`src/rtl/frame_end_backlog.sv`:
```
module frame_end_backlog #(
  parameter int AW = 24,
  parameter int SW = 8,
  parameter logic [SW-1:0] ST_OK   = 8'h09,
  parameter logic [SW-1:0] ST_LATE = 8'h0B,
  parameter logic [SW-1:0] ST_ERR  = 8'h0E
) (
  input  logic              clk,
  input  logic              rst,
  input  logic              frame_done,
  input  logic [AW-1:0]     frame_end_addr,
  input  logic              reg_rd,
  output logic [SW+AW-1:0]  reg_rdata,
  output logic              frame_irq,
  output logic              ovf_irq
);
  localparam int EW = SW + AW;

  logic [EW-1:0] head, tail;
  logic [1:0]    cnt;
  logic          pop;
  logic [1:0]    cnt_left;

  assign pop      = reg_rd && (cnt != 2'd0);
  assign cnt_left = cnt - {1'b0, pop};

  always_ff @(posedge clk) begin
    if (rst) begin
      head    <= '0;
      tail    <= '0;
      cnt     <= 2'd0;
      ovf_irq <= 1'b0;
    end else begin
      if (pop) begin
        head <= tail;
        tail <= '0;
      end
      if (frame_done) begin
        case (cnt_left)
          2'd0:    head <= {ST_OK, frame_end_addr};
          2'd1:    tail <= {ST_LATE, frame_end_addr};
          default: begin
            tail    <= {ST_ERR, frame_end_addr};
            ovf_irq <= 1'b1;
          end
        endcase
      end
      cnt <= cnt_left + {1'b0, (frame_done && cnt_left != 2'd2)};
    end
  end

  assign reg_rdata = (cnt != 2'd0) ? head : '0;
  assign frame_irq = (cnt != 2'd0);

  assert_irq_has_status_R6: assert property (@(posedge clk) disable iff (rst)
    frame_irq |-> (reg_rdata[EW-1:AW] != '0));
  assert_ovf_sticky_R8: assert property (@(posedge clk) disable iff (rst)
    ovf_irq |=> ovf_irq);
  assert_first_ok_R3: assert property (@(posedge clk) disable iff (rst)
    (frame_done && !frame_irq) |=> (frame_irq && reg_rdata[EW-1:AW] == ST_OK
                                     && reg_rdata[AW-1:0] == $past(frame_end_addr)));
  assert_full_overrun_R7: assert property (@(posedge clk) disable iff (rst)
    (frame_done && !reg_rd && cnt == 2'd2) |=> ovf_irq);
  assert_read_once_R5: assert property (@(posedge clk) disable iff (rst)
    (reg_rd && cnt == 2'd1 && !frame_done) |=> (!frame_irq && reg_rdata == '0));
endmodule

```
`config.mk`:
```
export PLATFORM = sky130hd
export DESIGN_NAME = frame_end_backlog
export DESIGN_NICKNAME = d
export VERILOG_FILES = /design/src/rtl/frame_end_backlog.sv
export SDC_FILE = /design/constraint.sdc
export NUM_CORES = 1
export LEC_CHECK = 0
export BUFFER_PORTS_ARGS = -buffer_cell sky130_fd_sc_hd__buf_2
export CORE_ASPECT_RATIO = 2
export CORE_MARGIN = 2
export CORE_UTILIZATION = 40
export CTS_CLUSTER_SIZE = 30
export DETAILED_ROUTE_END_ITERATION = 8
export HOLD_SLACK_MARGIN = 0.06
export SYNTH_ARGS = -nofsm -noshare
export SYNTH_HDL_FRONTEND = slang
export SYNTH_SLANG_ARGS = --single-unit
```
`constraint.sdc`:
```
create_clock -name clk -period 2.4 [get_ports clk]
set_input_delay 0.48 -clock clk [delete_from_list [all_inputs] [get_ports clk]]
set_output_delay 0.48 -clock clk [all_outputs]
set_load 0.05 [all_outputs]
```
==> results of run 1 <==
[sequential cells by signal, indices dropped and copies added (netlist names)]
name     cells
head        32
tail        32
cnt          2
ovf_irq      1
[power by group through the flow]
| stage | Combinational, W | Sequential (W) | Clock (W) |
|---|---|---|---|
| floorplan | 0.000291 | 0.00122 | 0 |
| finish | 0.000396 | 0.00121 | 0.00113 |
| detailed placement | 0.000396 | 0.00123 | 0 |
| global placement | 0.000387 | 0.00123 | 0 |
| CTS | 0.000399 | 0.00121 | 0.00116 |
| global route | 0.000429 | 0.00122 | 0.00121 |
[worst max-delay path, cell delays in order (launching register included)]
cell and delay, ns:
dfxtp_2 0.36, nor2_1 0.26, inv_2 0.17, buf_4 0.21, and2_1 0.17, buf_2 0.21
[worst max-delay path by stage]
stage,startpoint,to,slack [ns],cells after the start
floorplan,cnt[1]$_SDFF_PP0_,reg_rdata[22],0.23,5
global placement,cnt[1]$_SDFF_PP0_,reg_rdata[1],0.39,5
detailed placement,cnt[1]$_SDFF_PP0_,reg_rdata[1],0.34,5
CTS,cnt[1]$_SDFF_PP0_,reg_rdata[1],0.11,5
global route,cnt[1]$_SDFF_PP0_,reg_rdata[1],0.12,5
finish,cnt[1]$_SDFF_PP0_,reg_rdata[1],0.22,5
[per-stage QoR]
stage,area [µm²],std cells,power (W)
after floorplan,2770,305,0.00151
after global placement,3120,438,0.00161
after detailed placement,3120,438,0.00163
after global routing,3370,451,0.00285
final,3370,451,0.00273
after CTS,3370,451,0.00277
[cell usage in the layout (no fill, tap or decap), drive strengths merged]
master	n
dfxtp	67
o21a	3
a22o	23
nor2b	3
clkbuf	13
a21o	1
or2	1
nor2	3
buf	71
or3	1
nand3b	1
a32oi	2
and2	36
a21oi	6
ha	1
nand2b	1
o211a	1
a31oi	2
nand3	1
a311oi	24
inv	4
nor3	30
mux2i	7
nand2	55
o21ai	4
[area by class of cell]
class | instances | area (µm²) | share of cell area [%]
inverter | 4 | 15.0 | 0.445
tap | 90 | 113 | 3.34
sequential | 67 | 1340 | 39.8
clock buffer | 13 | 250 | 7.42
multi-input combinational | 206 | 1270 | 37.7
timing repair buffer | 71 | 380 | 11.3
[cell families after synthesis]
family                   count (synthesis)  share of synthesized area (%)
AND/OR/NAND/NOR                        132                           23.5
AO/OA/AOI/OAI                           66                           19.2
flip-flops                              67                           48.4
buffers and inverters                   32                           6.04
adder cells (fa/ha/maj)                  1                          0.451
multiplexers                             7                           2.53
[per-layer routing]
metal	vias up	track usage [%]	wire, µm
li1	1187	-	-
met1	1181	23.8	3120
met2	75	33.9	3620
met3	8	4.89	368
met4	0	9.31	106
met5	-	0	0
==> results by stage, run 1 <==
Layout:
- The repair_antennas step left the layout with diodes totalling 0.
- The number of nets in the finished design is 388.
- The utilization after layout is 49.3%.
- The layout-stage area growth over the synthesis result is 21.6%.
- The filler cell count is 682.
- The post-route netlist has 23.8% of its cells at a drive strength greater than 1.

Drt:
- Summed over all layers, the routed wires come to 7220 µm.
- Dividing the detail-routed via count by the number of cells gives 5.43.
- The detailed-route wire length per cell is 16.0 µm.
- The detailed-router iteration count before antenna repair is 4.
- Once detail routing completed, the nets flagged for antenna violations numbered 0.
- The via count of the routed design is 2451.
- For this block, the initial DRC count from the detailed router was 152.
- After detailed routing, the number of remaining DRC violations is 0.

Worst setup path:
- The worst path arrival time is 1.70 ns.
- The path depth of the worst reg2reg path is 4.
- In this run the critical register-to-register path is captured at head[7]$_SDFF_PP0_.
- Of all nets on the critical path, the largest fanout is 13.
- The source of the worst register-to-register timing path is cnt[1]$_SDFF_PP0_.
- For the worst setup path, the data required time is 1.92 ns.
- For flop-to-flop paths, the worst setup slack is 0.47 ns.
- The classification of the worst setup path is reg2out.
- The worst setup path is captured at an output port.
- The type of element launching the critical path is a flip-flop.

Synthesis:
- The share of synthesized registers carrying an async set or reset is 0%.
- The average instance area after synthesis is 9.09 µm².
- The cell count after synthesis is 305.
- In this run the cell area of the synthesized design comes to 2770 µm².
- Among all cell types in the netlist, the one instantiated most often is dfxtp_1.
- The number of nets handed over by synthesis was 334.
- The top cell type by area accounts for 48.4% of the synthesized area.
- In the post-synthesis netlist, the biggest area contributors are dfxtp_1 (48%), and2_1 (8.1%), a311oi_1 (7.6%).
- The post-synthesis sequential area ratio is 48.4%.
- The synthesized design contains 0 enable-type register cells.
- The cell type with the largest total area after synthesis is dfxtp_1.
- The Yosys warning count is 0.
- Counting flops and latches in the post-synthesis netlist gives 67.
- The leading register cell type out of synthesis is dfxtp_1.
- By count the netlist is led by dfxtp_1 (67), nand2_1 (55), and2_1 (36).
- The count of different cell masters after synthesis is 27.

Placement:
- The count of input and output buffers is 61.
- The final weighted congestion in routability-driven placement is 0.845.
- The final HPWL from detailed placement is 4510 µm.
- Prior to clock tree synthesis, the placed netlist has a worst setup slack of 0.344 ns.

Die:
- The initial cell density of the core is 40.6%.
- The core footprint is 6830 µm².
- The cell row count is 43.
- The count of pins on the block boundary is 62.
- The floorplan step defined a die boundary enclosing 7660 µm².
- The die boundary height is 122 µm.
- Measured along the x axis, the die boundary spans 62.9 µm.

STA:
- Setup violations remaining at the end of the flow were counted as 0.
- The final setup slack of the worst path is 0.219 ns.
- The number of hold violations in the final report came to 0.
- The worst path uses 90.9% of the clock period.
- The largest clock skew in the final design is 0.00439 ns.
- The max-slew violation total from the final report is 0.
- The slew at the pin closest to its max-slew limit is 1.06 ns.
- On the final layout, the worst hold slack is 0.382 ns.
- For this run, the top clock speed supported by timing is 459 MHz.
- In the final timing run, aggregate negative setup slack is 0 ns.
- Counting I/O delays and the setup requirement, the final critical path takes 2.18 ns.
- Setup repair after global routing left no endpoint under its margin.
- The worst pin sits at a relative slew slack of 29.1%.

Clock tree:
- TritonCTS built the clock tree.
- The clock network latency to the later pin of the worst-skew pair is 0.32 ns.
- Clock-pin slew was measured on the worst setup and hold paths at 0.05 ns.
- The tree is rooted in a clkbuf_16.
- The hold buffer count at CTS is 0.
- The number of H-tree levels is 3.
- The number of buffers on the longest clock path is 2.
- The TritonCTS sink count is 67.
- The number of instances resized during post-cts repair is 1.
- The number of buffers inserted to repair setup after CTS is 0.
- The total CTS buffers is 9.

Power:
- In this run the power spent charging and discharging nets is 0.000728 W.
- Registers are responsible for 44.2% of the overall power.
- The clock network burns 41.3% of the power.
- Of the total power, the share spent switching nets is 26.6%.
- Combinational logic burns 14.5% of the power.
- For this design the ratio of total power to cell area is 811 nW/µm².
- The worst-case IR drop observed on VDD is 0.528 mV.
- For this design the static power due to leakage is 1.43 nW.
- The internal power component is 0.00201 W.

Hold path:
- The worst hold path passes through 2 cells.
- The class of the tightest hold or removal check is in2reg.
- The terminating pin of the worst hold path is tail[3]$_SDFF_PP0_.
- The hold path startpoint is frame_end_addr[3].

Global routing:
- The initial antenna violation count is 0.
- For this run the aggregate overflow at the end of global routing stands at 0.
- The aggregate global-route resource usage is 20.1%.
- Entering global routing, the biggest net connects 40 pins.
- The global-route wire length before repair is 11800 µm.
- The number of global-route vias before repair is 2423.

Outcome:
- The flow ran to the end, and the final reports show no timing, DRC or antenna violations.

Run:
- The number of maximum-capacitance violations is 0.
Power figures use the tool's default switching activity.
==> run 2: changes to the inputs <==
--- a/config.mk
+++ b/config.mk
@@ -6,7 +6,7 @@
 export NUM_CORES = 1
 export LEC_CHECK = 0
 export BUFFER_PORTS_ARGS = -buffer_cell sky130_fd_sc_hd__buf_2
-export CORE_ASPECT_RATIO = 2
+export CORE_ASPECT_RATIO = 0.8
 export CORE_MARGIN = 2
 export CORE_UTILIZATION = 40
 export CTS_CLUSTER_SIZE = 30
==> results by stage, run 2 (synthesis results as in run 1) <==
Drt:
- The via count of the routed design is 2386 (-2.7%).
- The antenna violation net count after detailed routing is 0 (unchanged).
- The total routed wire length on the met1 layer was 3440 µm (+10%).
- The count of routing violations after the opening detailed-route iteration is 136 (-11%).
- The detailed-route wire length per cell is 15.3 µm (-4.4%).
- The total wirelength of the detailed-routed design is 6890 µm (-4.6%).
- The routed length on met2 was 3060 µm (-15%).
- The detailed-router iteration count before antenna repair is 4 (unchanged).
- The length of routed met3 wiring is 351 µm (-4.6%).
- The highest metal layer with signal wires is met4.
- The via-per-instance ratio is 5.30 (-2.4%).
- The remaining routing DRC violations is 0 (unchanged).

Placement:
- The pre-CTS setup slack is 0.317 ns (-0.0264 ns).
- The final HPWL from detailed placement was 4370 µm (-3.1%).
- The final weighted congestion in routability-driven placement was 0.765 (-9.5%).
- The count of input and output buffers is 61 (unchanged).

Layout:
- The largest registers in the layout are head (32), tail (32), cnt (2).
- In the layout the commonest cells are dfxtp_1 (66), buf_2 (61), nand2_1 (55).
- The layout-stage area growth over the synthesis result is 20.3%.
- The number of diodes is 0 (unchanged).
- The fraction of final layout cells with drive strength greater than 1 came to 24.8% (+0.97 points).
- The number of nets in the finished design is 388 (unchanged).
- Leaving out fill and tap cells, the most frequent cell in the layout is dfxtp_1.
- The filler cell count is 676 (-0.88%).

Run:
- The number of maximum-capacitance violations is 0 (unchanged).

Hold path:
- In this run the most critical hold path is launched from frame_end_addr[12].
- The class of the tightest hold or removal check is in2reg.

Clock tree:
- The clock-pin transition on the worst setup and hold timing paths is 0.07 ns (+0.02 ns).
- TritonCTS built the clock tree.
- The CTS root buffer is clkbuf_8.
- The number of buffers inserted to repair setup after CTS came to 0 (unchanged).
- The TritonCTS sink count is 67 (unchanged).
- The total CTS buffers came to 9 (unchanged).
- The number of buffers on the longest clock path is 2 (unchanged).
- The number of H-tree levels is 3 (unchanged).
- The clock network latency to the later pin of the worst-skew pair came to 0.33 ns (about the same).

Die:
- The initial cell density of the core came to 40.9% (+0.25 points).
- The die outline width is 97.1 µm (+54%).
- The die outline area was 7620 µm² (-0.47%).
- The cell row count is 27 (-37%).
- The die boundary height was 78.5 µm (-36%).
- The count of pins on the block boundary came to 62 (unchanged).
- The core footprint was 6790 µm² (-0.62%).

STA:
- The slew at the pin closest to its max-slew limit is 0.978 ns (-0.0853 ns).
- The largest clock skew in the final design is 0.00438 ns (-0.0000108 ns).
- The max-slew violation total from the final report is 0 (unchanged).
- Setup repair after global routing left no endpoint under its margin.
- The maximum clock rate came to 451 MHz (-1.7%).
- The total negative slack came to 0 ns (unchanged).
- The minimum period implied by the final worst setup slack is 2.22 ns (+0.0381 ns).
- The number of hold violations in the final report is 0 (unchanged).
- The final setup slack of the worst path is 0.181 ns (-0.0381 ns).
- The final cycle utilization of the critical path is 92.5% (+1.6 points).
- The number of setup violations in the final report was 0 (unchanged).
- The worst slew margin relative to its limit came to 34.8% (+5.7 points).

Global routing:
- The largest net degree at the start of global routing is 40 (unchanged).
- The remaining global-route overflow came to 0 (unchanged).
- The global-route wire length before repair is 11500 µm (-2.8%).
- The aggregate global-route resource usage is 18.8% (-1.3 points).
- The initial antenna violation count is 0 (unchanged).
- The number of global-route vias before repair is 2301 (-5.0%).

Power:
- The leakage power is 1.41 nW (-1.3%).
- The peak ir drop on the vdd network is 0.367 mV (-31%).
- The total power divided by cell area was 757 nW/µm² (-6.6%).

Worst setup path:
- The worst setup path is of the reg2out kind.
- The type of element launching the critical path is a flip-flop.
- The critical path's largest stage delay is 0.37 ns (about the same).
- The master of the slowest instance on the critical path is dfxtp_2.
- The required time of the critical path came to 1.92 ns (about the same).
- The gate family responsible for the most delay along the worst path is buffers and inverters.
- STA classifies the critical path endpoint as an output port.
- Walking the worst path, the cells encountered are nor2_1, inv_2, buf_4, and2_1, buf_2.
- The worst path arrival time came to 1.74 ns (+0.04 ns).
- The source of the worst register-to-register timing path is cnt[1]$_SDFF_PP0_.
- The first element of the critical path is cnt[1]$_SDFF_PP0_.
- The buffers plus inverters on the worst setup path is 3 (unchanged).
- The biggest fanout along the worst timing path is 13 (unchanged).

Outcome:
- The flow ran to the end, and the final reports show no timing, DRC or antenna violations.
-- run 2: cell types whose count changed in the layout (fill, tap and decap cells not counted), sizes merged --
cell      before  now
bufinv         0    1
clkinvlp       0    1
clkinv         0    2
clkbuf        13   11
-- run 2: layout make-up --
class	count	area, µm²	area share (%)
inverters	4	15.0	0.450
multi-input cells	206	1270	38.1
well taps	87	109	3.26
clock buffers	11	141	4.24
clock inverters	4	51.3	1.54
flip-flops and latches	67	1340	40.2
repair buffers	71	405	12.2
-- run 2: final timing paths --
check / to / slack (ns) / cells past startpoint
worst max register to register: head[20]$_SDFF_PP0_ / 0.59 / 4
worst min register to register: ovf_irq$_SDFFE_PP0P_ / 0.45 / 2
worst min-delay path: tail[12]$_SDFF_PP0_ / 0.38 / 2
worst max-delay path: reg_rdata[13] / 0.18 / 5
-- run 2: what timing repair did --
action	in CTS	in global routing
setup endpoints to repair	21	21
cloned	0	0
resized for setup	1	1
pin swaps	0	0
hold buffers	0	0
-- run 2: stage by stage --
step	total power, W	util [%]	instance area [µm²]	hold WS [ns]	std cells
6_report	0.00253	49.1	3340	0.375	450
3_3_place_gp	0.00163	46.3	3140	0.431	435
5_1_grt	0.00265	49.1	3340	0.359	450
3_5_place_dp	0.00163	46.3	3140	0.438	435
4_1_cts	0.00255	49.1	3330	0.359	450
2_1_floorplan	0.00151	-	2770	0.429	305
-- run 2: power breakdown --
part           switching (W)  internal, W
Combinational       0.000274     0.000128
Sequential         0.0000326      0.00117
Clock               0.000416     0.000503
Total               0.000722      0.00180
-- run 2: routing by layer --
metal	vias up	global-route usage, %
met5	-	0
met4	0	4.51
met3	4	6.32
met2	71	28.6
met1	1123	25.9
li1	1188	-
==> run 3: changes to the inputs <==
--- a/config.mk
+++ b/config.mk
@@ -8,7 +8,8 @@
 export BUFFER_PORTS_ARGS = -buffer_cell sky130_fd_sc_hd__buf_2
 export CORE_ASPECT_RATIO = 0.8
 export CORE_MARGIN = 2
-export CORE_UTILIZATION = 40
+export CORE_UTILIZATION = 35
+export CTS_BUF_LIST = sky130_fd_sc_hd__clkbuf_4 sky130_fd_sc_hd__clkbuf_8 sky130_fd_sc_hd__clkbuf_16
 export CTS_CLUSTER_SIZE = 30
 export DETAILED_ROUTE_END_ITERATION = 8
 export HOLD_SLACK_MARGIN = 0.06
==> results by stage, run 3 (synthesis results as in run 1) <==
STA:
- The number of hold violations in the final report came to 0 (unchanged).
- The slew at the pin closest to its max-slew limit came to 0.844 ns (-0.134 ns).
- The final cycle utilization of the critical path is 92.3% (-0.20 points).
- The largest clock skew in the final design is 0.00703 ns (+0.00265 ns).
- The total negative slack is 0 ns (unchanged).
- The worst slew margin relative to its limit is 43.7% (+9.0 points).
- The minimum period implied by the final worst setup slack is 2.21 ns (-0.00485 ns).
- The final setup slack of the worst path is 0.186 ns (+0.00485 ns).
- The maximum clock rate is 452 MHz (+0.22%).
- The number of setup violations in the final report is 0 (unchanged).
- The smallest hold slack is 0.364 ns (-0.0115 ns).
- Setup repair after global routing left no endpoint under its margin.
- The max-slew violation total from the final report was 0 (unchanged).

Layout:
- The utilization after layout came to 43.5% (-5.6 points).
- The fraction of final layout cells with drive strength greater than 1 is 25.3% (+0.55 points).
- The layout-stage area growth over the synthesis result is 22.5%.
- The library cells used most frequently in the layout, excluding fill and tap cells, are dfxtp_1 (67), buf_2 (61), nand2_1 (55).
- The largest registers in the layout are head (32), tail (32), cnt (2).
- The commonest non-fill, non-tap cell in the layout is dfxtp_1.
- The number of nets in the finished design is 391 (+0.77%).

Clock tree:
- The number of instances resized during post-cts repair is 0 (-1).
- The CTS root buffer is clkbuf_8.
- The clock network latency to the later pin of the worst-skew pair is 0.34 ns (about the same).
- The hold buffer count at CTS is 0 (unchanged).
- The total CTS buffers is 9 (unchanged).
- The number of buffers on the longest clock path is 2 (unchanged).
- The number of buffers inserted to repair setup after CTS came to 0 (unchanged).
- The CTS tree is yes.
- The number of H-tree levels is 3 (unchanged).
- The TritonCTS sink count is 67 (unchanged).
- The clock-pin transition on the worst setup and hold timing paths is 0.07 ns (about the same).

Drt:
- The count of routing violations after the opening detailed-route iteration is 175 (+29%).
- The detailed router used layers up to and including met4.
- The total wirelength of the detailed-routed design was 7050 µm (+2.4%).
- The routed length on met2 came to 3030 µm (-1.1%).
- The antenna violation net count after detailed routing is 0 (unchanged).
- The total routed wire length on the met1 layer is 3530 µm (+2.6%).
- The detailed-router iteration count before antenna repair is 5 (+1).
- The remaining routing DRC violations came to 0 (unchanged).
- The detailed-route wire length per cell is 14.8 µm (-3.2%).
- The length of routed met3 wiring is 473 µm (+35%).
- The via-per-instance ratio came to 4.99 (-5.9%).
- The via count of the routed design is 2375 (-0.46%).

Worst setup path:
- The critical path's largest stage delay is 0.52 ns (+0.15 ns).
- By startpoint and endpoint, the worst setup path is classified as reg2out.
- The type of element launching the critical path is a flip-flop.
- The worst path arrival time is 1.73 ns (about the same).
- Among cell families on the critical path, the largest total delay comes from buffers and inverters.
- Traced cell by cell, the critical path runs through nor2_1, inv_1, buf_4, and2_1, buf_2.
- The master of the slowest instance on the critical path is dfxtp_1.
- STA classifies the critical path endpoint as an output port.
- The required time of the critical path is 1.92 ns (about the same).
- The biggest fanout along the worst timing path is 15 (+2).
- The buffers plus inverters on the worst setup path was 3 (unchanged).

Run:
- The number of maximum-capacitance violations is 0 (unchanged).

Power:
- The leakage power came to 1.44 nW (+2.0%).
- The peak ir drop on the vdd network came to 0.299 mV (-18%).
- The total power divided by cell area is 771 nW/µm² (+1.8%).

Global routing:
- The global-route wire length before repair was 12200 µm (+6.8%).
- The aggregate global-route resource usage is 17.5% (-1.3 points).
- The largest net degree at the start of global routing is 40 (unchanged).
- The number of global-route vias before repair is 2418 (+5.1%).
- The remaining global-route overflow was 0 (unchanged).
- The initial antenna violation count was 1 (+1).

Die:
- The initial cell density of the core was 35.6% (-5.3 points).
- The cell row count is 29 (+7.4%).
- The die outline area is 8660 µm² (+14%).
- The core footprint was 7800 µm² (+15%).
- The die boundary height is 83.6 µm (+6.5%).
- The count of pins on the block boundary is 62 (unchanged).
- The die outline width is 104 µm (+6.6%).

Placement:
- The final weighted congestion in routability-driven placement was 0.733 (-4.3%).
- The final HPWL from detailed placement was 4670 µm (+7.0%).
- The count of input and output buffers is 61 (unchanged).
- The pre-CTS setup slack was 0.488 ns (+0.171 ns).

Outcome:
- The run finished with clean final reports.

Hold path:
- In this run the worst hold path is classified as in2reg.
==> run 3: worst paths after layout <==
path                                            from              endpoint  slack (ns)  cells past startpoint
worst max-delay path               cnt[1]$_SDFF_PP0_         reg_rdata[14]        0.19                      5
worst min-delay path              frame_end_addr[19]   tail[19]$_SDFF_PP0_        0.36                      2
worst max register to register     cnt[1]$_SDFF_PP0_    head[9]$_SDFF_PP0_        0.52                      4
worst min register to register  ovf_irq$_SDFFE_PP0P_  ovf_irq$_SDFFE_PP0P_        0.45                      2
==> run 3: worst reg2reg max path, stage by stage (launching register included) <==
cell,delay (ns)
dfxtp_1,0.41
o21ai_2,0.72
buf_4,0.30
nand2_1,0.07
a311oi_1,0.28
==> run 3: metrics by stage <==
step,total power [W],instances,cell area (µm²)
5_1_grt,0.00275,475,3390
3_3_place_gp,0.00163,459,3180
3_5_place_dp,0.00163,459,3180
6_report,0.00262,476,3400
4_1_cts,0.00265,475,3390
2_1_floorplan,0.00151,305,2770
==> run 3: layout make-up <==
type                    instances  area [µm²]
clock inverters                 7        92.6
diodes                          1        2.50
inverters                       4        15.0
flip-flops and latches         67        1340
well taps                     108         135
multi-input cells             206        1270
repair buffers                 74         415
fillers                       815        4400
clock buffers                   9         124
==> run 3: report_power, final <==
group          leakage (nW)  switching, W  internal (W)
clock network         0.113      0.000429      0.000582
registers             0.548     0.0000324       0.00117
logic                 0.777      0.000274      0.000128
total                  1.44      0.000735       0.00188
==> run 3: routing by layer <==
metal	up-vias	track usage [%]
li1	1194	-
met1	1100	24.3
met2	77	26.6
met3	4	6.01
met4	0	3.69
met5	-	0
